`src/rtl/pkt_chk_pkg.sv`:
```
package pkt_chk_pkg;

  localparam int DATA_W = 32;
  localparam int CTRL_W = 4;

  localparam logic [DATA_W-1:0] START_WORD = 32'h5555_55FB;
  localparam logic [CTRL_W-1:0] START_CTRL = 4'b0001;
  localparam logic [DATA_W-1:0] SFD_WORD   = 32'hD555_5555;

  localparam logic [1:0] ADDR_CTRL   = 2'd0;
  localparam logic [1:0] ADDR_STATUS = 2'd1;
  localparam logic [1:0] ADDR_ERRCNT = 2'd2;

  localparam int BIT_RND_PAT = 0;
  localparam int BIT_JIT_PAT = 1;
  localparam int BIT_RND_CHK = 2;
  localparam int BIT_JIT_CHK = 3;
  localparam int BIT_TEST_EN = 4;
  localparam int BIT_SOFT_RST = 5;

  typedef enum logic [1:0] {
    FR_IDLE    = 2'd0,
    FR_STARTED = 2'd1,
    FR_PAYLOAD = 2'd2
  } frameStateT;

  typedef struct packed {
    logic reseed;
    logic compare;
    logic useJitter;
    logic cntClear;
    logic hardClear;
  } chkStrobeT;

endpackage

```
`src/rtl/pkt_chk_ctrl.sv`:
```
module pkt_chk_ctrl
  import pkt_chk_pkg::*;
#(
  parameter int CNT_W = 16,
  parameter int WR_W  = 6
) (
  input  logic              clk,
  input  logic              rstN,
  input  logic [DATA_W-1:0] rxData,
  input  logic [CTRL_W-1:0] rxCtrl,
  input  logic              regWrEn,
  input  logic              regRdEn,
  input  logic [1:0]        regAddr,
  input  logic [WR_W-1:0]   regWrData,
  input  logic [CNT_W-1:0]  errCount,
  output logic [CNT_W-1:0]  regRdData,
  output chkStrobeT         strobes,
  output logic              syncSeen,
  output logic              conflict
);

  localparam int CFG_W = WR_W - 1;

  logic [CFG_W-1:0] cfgReg;
  frameStateT       state, stateNext;
  logic             softRst;
  logic             rndActive, jitActive, checkOn;
  logic             isStart, isSfd, anyCtrl;

  assign softRst   = regWrEn && (regAddr == ADDR_CTRL) && regWrData[BIT_SOFT_RST];
  assign rndActive = cfgReg[BIT_RND_PAT] && cfgReg[BIT_RND_CHK];
  assign jitActive = cfgReg[BIT_JIT_PAT] && cfgReg[BIT_JIT_CHK];
  assign conflict  = rndActive && jitActive;
  assign checkOn   = cfgReg[BIT_TEST_EN] && (rndActive ^ jitActive);

  assign isStart = (rxCtrl == START_CTRL) && (rxData == START_WORD);
  assign isSfd   = (rxCtrl == '0) && (rxData == SFD_WORD);
  assign anyCtrl = |rxCtrl;

  always_comb begin
    stateNext = state;
    unique case (state)
      FR_IDLE:    if (isStart) stateNext = FR_STARTED;
      FR_STARTED: begin
        if (isSfd)        stateNext = FR_PAYLOAD;
        else if (isStart) stateNext = FR_STARTED;
        else              stateNext = FR_IDLE;
      end
      FR_PAYLOAD: begin
        if (isStart)      stateNext = FR_STARTED;
        else if (anyCtrl) stateNext = FR_IDLE;
      end
      default:            stateNext = FR_IDLE;
    endcase
    if (!checkOn) stateNext = FR_IDLE;
  end

  always_ff @(posedge clk) begin
    if (!rstN || softRst) begin
      state    <= FR_IDLE;
      syncSeen <= 1'b0;
    end else begin
      state <= stateNext;
      if (checkOn && state == FR_STARTED && isSfd) syncSeen <= 1'b1;
    end
  end

  always_ff @(posedge clk) begin
    if (!rstN || softRst) begin
      cfgReg <= '0;
    end else if (regWrEn && regAddr == ADDR_CTRL) begin
      cfgReg <= regWrData[CFG_W-1:0];
    end
  end

  always_comb begin
    strobes.reseed    = checkOn && (state == FR_STARTED) && isSfd;
    strobes.compare   = checkOn && (state == FR_PAYLOAD) && !anyCtrl;
    strobes.useJitter = jitActive;
    strobes.cntClear  = regRdEn && (regAddr == ADDR_ERRCNT);
    strobes.hardClear = softRst;
  end

  always_comb begin
    regRdData = '0;
    unique case (regAddr)
      ADDR_CTRL:   regRdData[CFG_W-1:0] = cfgReg;
      ADDR_STATUS: regRdData[1:0]       = {conflict, syncSeen};
      ADDR_ERRCNT: regRdData            = errCount;
      default:     regRdData            = '0;
    endcase
  end

endmodule

```
`config.mk`:
```
export PLATFORM = sky130hd
export DESIGN_NAME = pkt_chk_ctrl
export DESIGN_NICKNAME = d
export VERILOG_FILES = /design/src/rtl/pkt_chk_pkg.sv /design/src/rtl/pkt_chk_ctrl.sv
export SDC_FILE = /design/constraint.sdc
export NUM_CORES = 1
export LEC_CHECK = 0
export ABC_AREA = 1
export BUFFER_PORTS_ARGS = -buffer_cell sky130_fd_sc_hd__buf_2
export CAP_MARGIN = 20
export CORE_ASPECT_RATIO = 0.8
export CORE_MARGIN = 1
export CORE_UTILIZATION = 36
export DETAILED_ROUTE_END_ITERATION = 7
export GPL_TIMING_DRIVEN = 0
export MAX_ROUTING_LAYER = met4
export PLACE_DENSITY = 0.88
export SYNTH_ARGS = -nofsm -noshare
export SYNTH_HDL_FRONTEND = slang
export SYNTH_SLANG_ARGS = --single-unit
```
`constraint.sdc`:
```
create_clock -name clk -period 3.6 [get_ports clk]
set_input_delay 0.36 -clock clk [delete_from_list [all_inputs] [get_ports clk]]
set_output_delay 0.36 -clock clk [all_outputs]
set_load 0.02 [all_outputs]
```
# Word-level counts from Yosys, hierarchy flattened
# Index checks and enable logic that the tools add are counted.
[word_totals]
regBits = 8
elab_cells = 45
inputBits = 64
[classes]
eq_ne = 9
bitwise = 2
reduce_logical = 22
n_mux = 9
[op_table]
columns = ["operator", "count"]
rows = [
  ["32-bit by 31-bit equality test with 1-bit output, second input constant", 1],
  ["32-bit equality test, second input constant", 1],
  ["1-bit logical AND", 13],
  ["2-bit one-hot mux with 3 select lines", 2],
  ["11-bit two-way mux", 1],
  ["2-bit two-way mux", 4],
  ["3-bit one-hot mux with 2 select lines", 1],
  ["2-bit by 1-bit equality test with 1-bit output, second input constant", 2],
  ["2-bit equality test, second input constant", 2],
  ["4-bit by 1-bit equality test with 1-bit output, second input constant", 1],
  ["2-bit logical NOT", 2],
  ["4-bit logical NOT", 1],
  ["4-bit OR reduction", 1],
  ["3-bit inequality test, second input constant", 1],
  ["1-bit logical NOT", 2],
  ["2-bit inequality test, second input constant", 1],
  ["2-bit AND reduction", 1],
  ["2-bit OR reduction", 1],
  ["1-bit logical OR", 1],
  ["1-bit two-way mux", 1],
  ["1-bit NOT", 1],
  ["1-bit XOR", 1],
]

# Logic depth before layout (Yosys ltp)
[depth]
word_depth = 5
depth_mapped = 9

# Least setup slack after synthesis
# Ideal clock, no wire load.
[synth_path]
kind = "register to output"
start = "reg cfgReg[1]"
end = "out strobes[3] (netlist bit)"
path_slack_ps = 1949
arrival_time_ps = 1291
path_stages_with_launch = 6
path_cell_list = "dfxtp_1 nand2_1 inv_1 ha_1 nand2_1 nor3_1"
[synth_lines]
columns = ["item", "line", "rtl"]
rows = [
  ["start: declaration", "pkt_chk_ctrl.sv:24", "logic [CFG_W-1:0] cfgReg;"],
  ["start signal: assignment", "pkt_chk_ctrl.sv:72", "cfgReg <= regWrData[CFG_W-1:0];"],
  ["end: declaration", "pkt_chk_ctrl.sv:17", "output chkStrobeT strobes,"],
]

==> impl_metrics.env <==
export IMPL_status="finished clean"
export IMPL_fin_tns_setup_ps=0
export IMPL_drive_gt1_share_pct=43.3
export IMPL_numCtsBuffers=3
export IMPL_grt_use_total_pct=18.5
export IMPL_die_h_um=43.5
export IMPL_r2r_worst_path_cells=9
export IMPL_first_pass_iters=4
export IMPL_cp_end_kind="primary output"
export IMPL_power_leakage_nw=0.796
export IMPL_arrival_ps=1560
export IMPL_clk_latency_ps=250
export IMPL_cts_setup_buffers=0
export IMPL_drcViolationCount=0
export IMPL_wl_met2_mm=1.01
export IMPL_most_common_layout_cells="buf_2 (87), nor2_1 (39), inv_1 (31)"
export IMPL_portBuffers=86
export IMPL_routed_via_density=4.32
export IMPL_synth_seq_cells=8
export IMPL_wire_per_inst_um=8.40
export IMPL_setup_viol=0
export IMPL_layout_commonest_cell="buf_2"
export IMPL_gp_congestion=0.796
export IMPL_core_area_mm2=0.00194
export IMPL_dpl_instance_area_mm2=0.00123
export IMPL_met1Wirelength_um=878
export IMPL_drv_cap=0
export IMPL_nFillCells=199
export IMPL_async_flop_share_pct=0
export IMPL_synth_edf_count=0
export IMPL_cts_path_max_buffers=2
export IMPL_worstMarginPinSlew_ps=262
export IMPL_clock_sinks=8
export IMPL_gr_total_overflow=0
export IMPL_first_global_vias=901
export IMPL_cts_hold_buf=0
export IMPL_synth_cell_types=19
export IMPL_ys_seq_area_share_pct=20.7
export IMPL_hp_class="in -> reg"
export IMPL_num_vias=1102
export IMPL_ioPinCount=87
export IMPL_hold_path_depth=3
export IMPL_final_antenna_net_count=0
export IMPL_relSlewSlack_pct=82.4
export IMPL_first_iter_violations=8
export IMPL_root_buffer="clkbuf_4"
export IMPL_nets=298
export IMPL_peakVddDrop_uv=122
export IMPL_grt_max_degree=11
export IMPL_power_uw=246
export IMPL_reg2reg_slack_ps=2270
export IMPL_grt_pass1_wl_mm=3.19
export IMPL_cts_tree="yes"
export IMPL_rows=14
export IMPL_rsz0062_at_grt="no"
export IMPL_wl_met3_um=223
export IMPL_synthToLayoutAreaGrowth_pct=62.4
export IMPL_wirelength_mm=2.14
export IMPL_syn_cell_area_um2=774
export IMPL_seq_area_um2=160
export IMPL_syn_num_nets=207
export IMPL_fin_area_mm2=0.00126
export IMPL_skew_ps=3.33
export IMPL_cp_start_kind="flip-flop"
export IMPL_multiInputGateArea_um2=470
export IMPL_final_max_slew_viol_count=0
export IMPL_antenna_found_initial=0
export IMPL_crit_required_ps=3240
export IMPL_initial_core_util_pct=39.8
export IMPL_die_area_mm2=0.00234
export IMPL_final_cells=255
export IMPL_crit_type="reg -> out"
export IMPL_post_dp_hpwl_mm=1.88
export IMPL_h_tree_depth=1
export IMPL_ys_flop_type="dfxtp_1"
export IMPL_fp_dieW_um=53.9
export IMPL_placedCellCount=252
export IMPL_p_per_area_mw_per_mm2=196
export IMPL_cts_resized=0
export IMPL_fmax_mhz=521
export IMPL_timing_final_hold_violations=0
export IMPL_crit_path_max_fanout=3
export IMPL_routed_top_layer="met4"
export IMPL_avgSynthCellArea_um2=5.45
export IMPL_syn_inst=142
export IMPL_cts_clk_slew_worst_paths_ps=50
export IMPL_yosysWarnings=0
export IMPL_fin_crit_sh_pct=53.3
export IMPL_fin_crit_ps=1920
export IMPL_diodes=0
==> cell usage after synthesis (2+ instances only) <==
| cell type | n | share of area, % |
|---|---|---|
| nand3_1 | 6 | 3.9 |
| nand2_1 | 29 | 14 |
| nor2_4 | 3 | 4.4 |
| dfxtp_1 | 8 | 21 |
| a22o_1 | 3 | 3.4 |
| nand4_1 | 3 | 2.4 |
| inv_1 | 31 | 15 |
| nand2_4 | 2 | 2.9 |
| a21oi_1 | 6 | 3.9 |
| nand3b_1 | 2 | 1.9 |
| nor3_1 | 2 | 1.3 |
| buf_4 | 2 | 1.9 |
| nor2_1 | 39 | 19 |
==> final timing paths <==
check | startpoint | end
setup / recovery | cfgReg[1] | strobes[4]
hold / removal | regWrData[2] | cfgReg[2]
setup reg to reg | cfgReg[1] | state[1]
hold reg to reg | cfgReg[1] | cfgReg[1]
==> area by class of cell <==
cell class | instances | area share, %
tap | 24 | 2.39
multi-input combinational | 98 | 37.4
clock buffer | 3 | 1.79
buffer | 3 | 1.59
timing repair buffer | 86 | 34.2
inverter | 33 | 9.85
sequential | 8 | 12.7
==> report_power, final <==
part | internal [mW] | total, mW | switching, mW
registers | 0.0904 | 0.0918 | 0.00140
clock network | 0.0381 | 0.0679 | 0.0298
logic | 0.0417 | 0.0861 | 0.0444
total | 0.170 | 0.246 | 0.0756
==> critical path: stages (launching register included) <==
cell and delay, ps:
dfxtp_1 320, nand2_1 60, inv_1 50, ha_1 270, nand2_1 80, nor2_1 100
nand3_1 90, nor2_2 140, buf_2 190
==> metal layers <==
metal | vias to the layer above | track usage (%)
met5 | - | -
met4 | 0 | 6.32
met3 | 5 | 2.46
met2 | 58 | 34.8
met1 | 436 | 19.2
li1 | 603 | -
==> sequential cells by signal, indices dropped and copies added (netlist names) <==
name,cells
cfgReg,5
state,2
syncSeen,1
==> per-stage QoR <==
step / hold slack, ps / utilization (%) / setup WS, ps
5_1_grt: 371 / 64.7 / 1550
2_1_floorplan: 451 / - / 1950
6_report: 359 / 64.7 / 1680
4_1_cts: 357 / 64.7 / 1660
3_5_place_dp: 470 / 63.5 / 1960
3_3_place_gp: 467 / 63.5 / 1950
==> cells by family after synthesis <==
| family | share of synthesized area (%) |
|---|---|
| AND/OR/NAND/NOR | 51.9 |
| buffers and inverters | 18.6 |
| flip-flops | 20.7 |
| adder cells (fa/ha/maj) | 1.62 |
| AO/OA/AOI/OAI | 7.27 |
(Power assumes the default switching activity.)
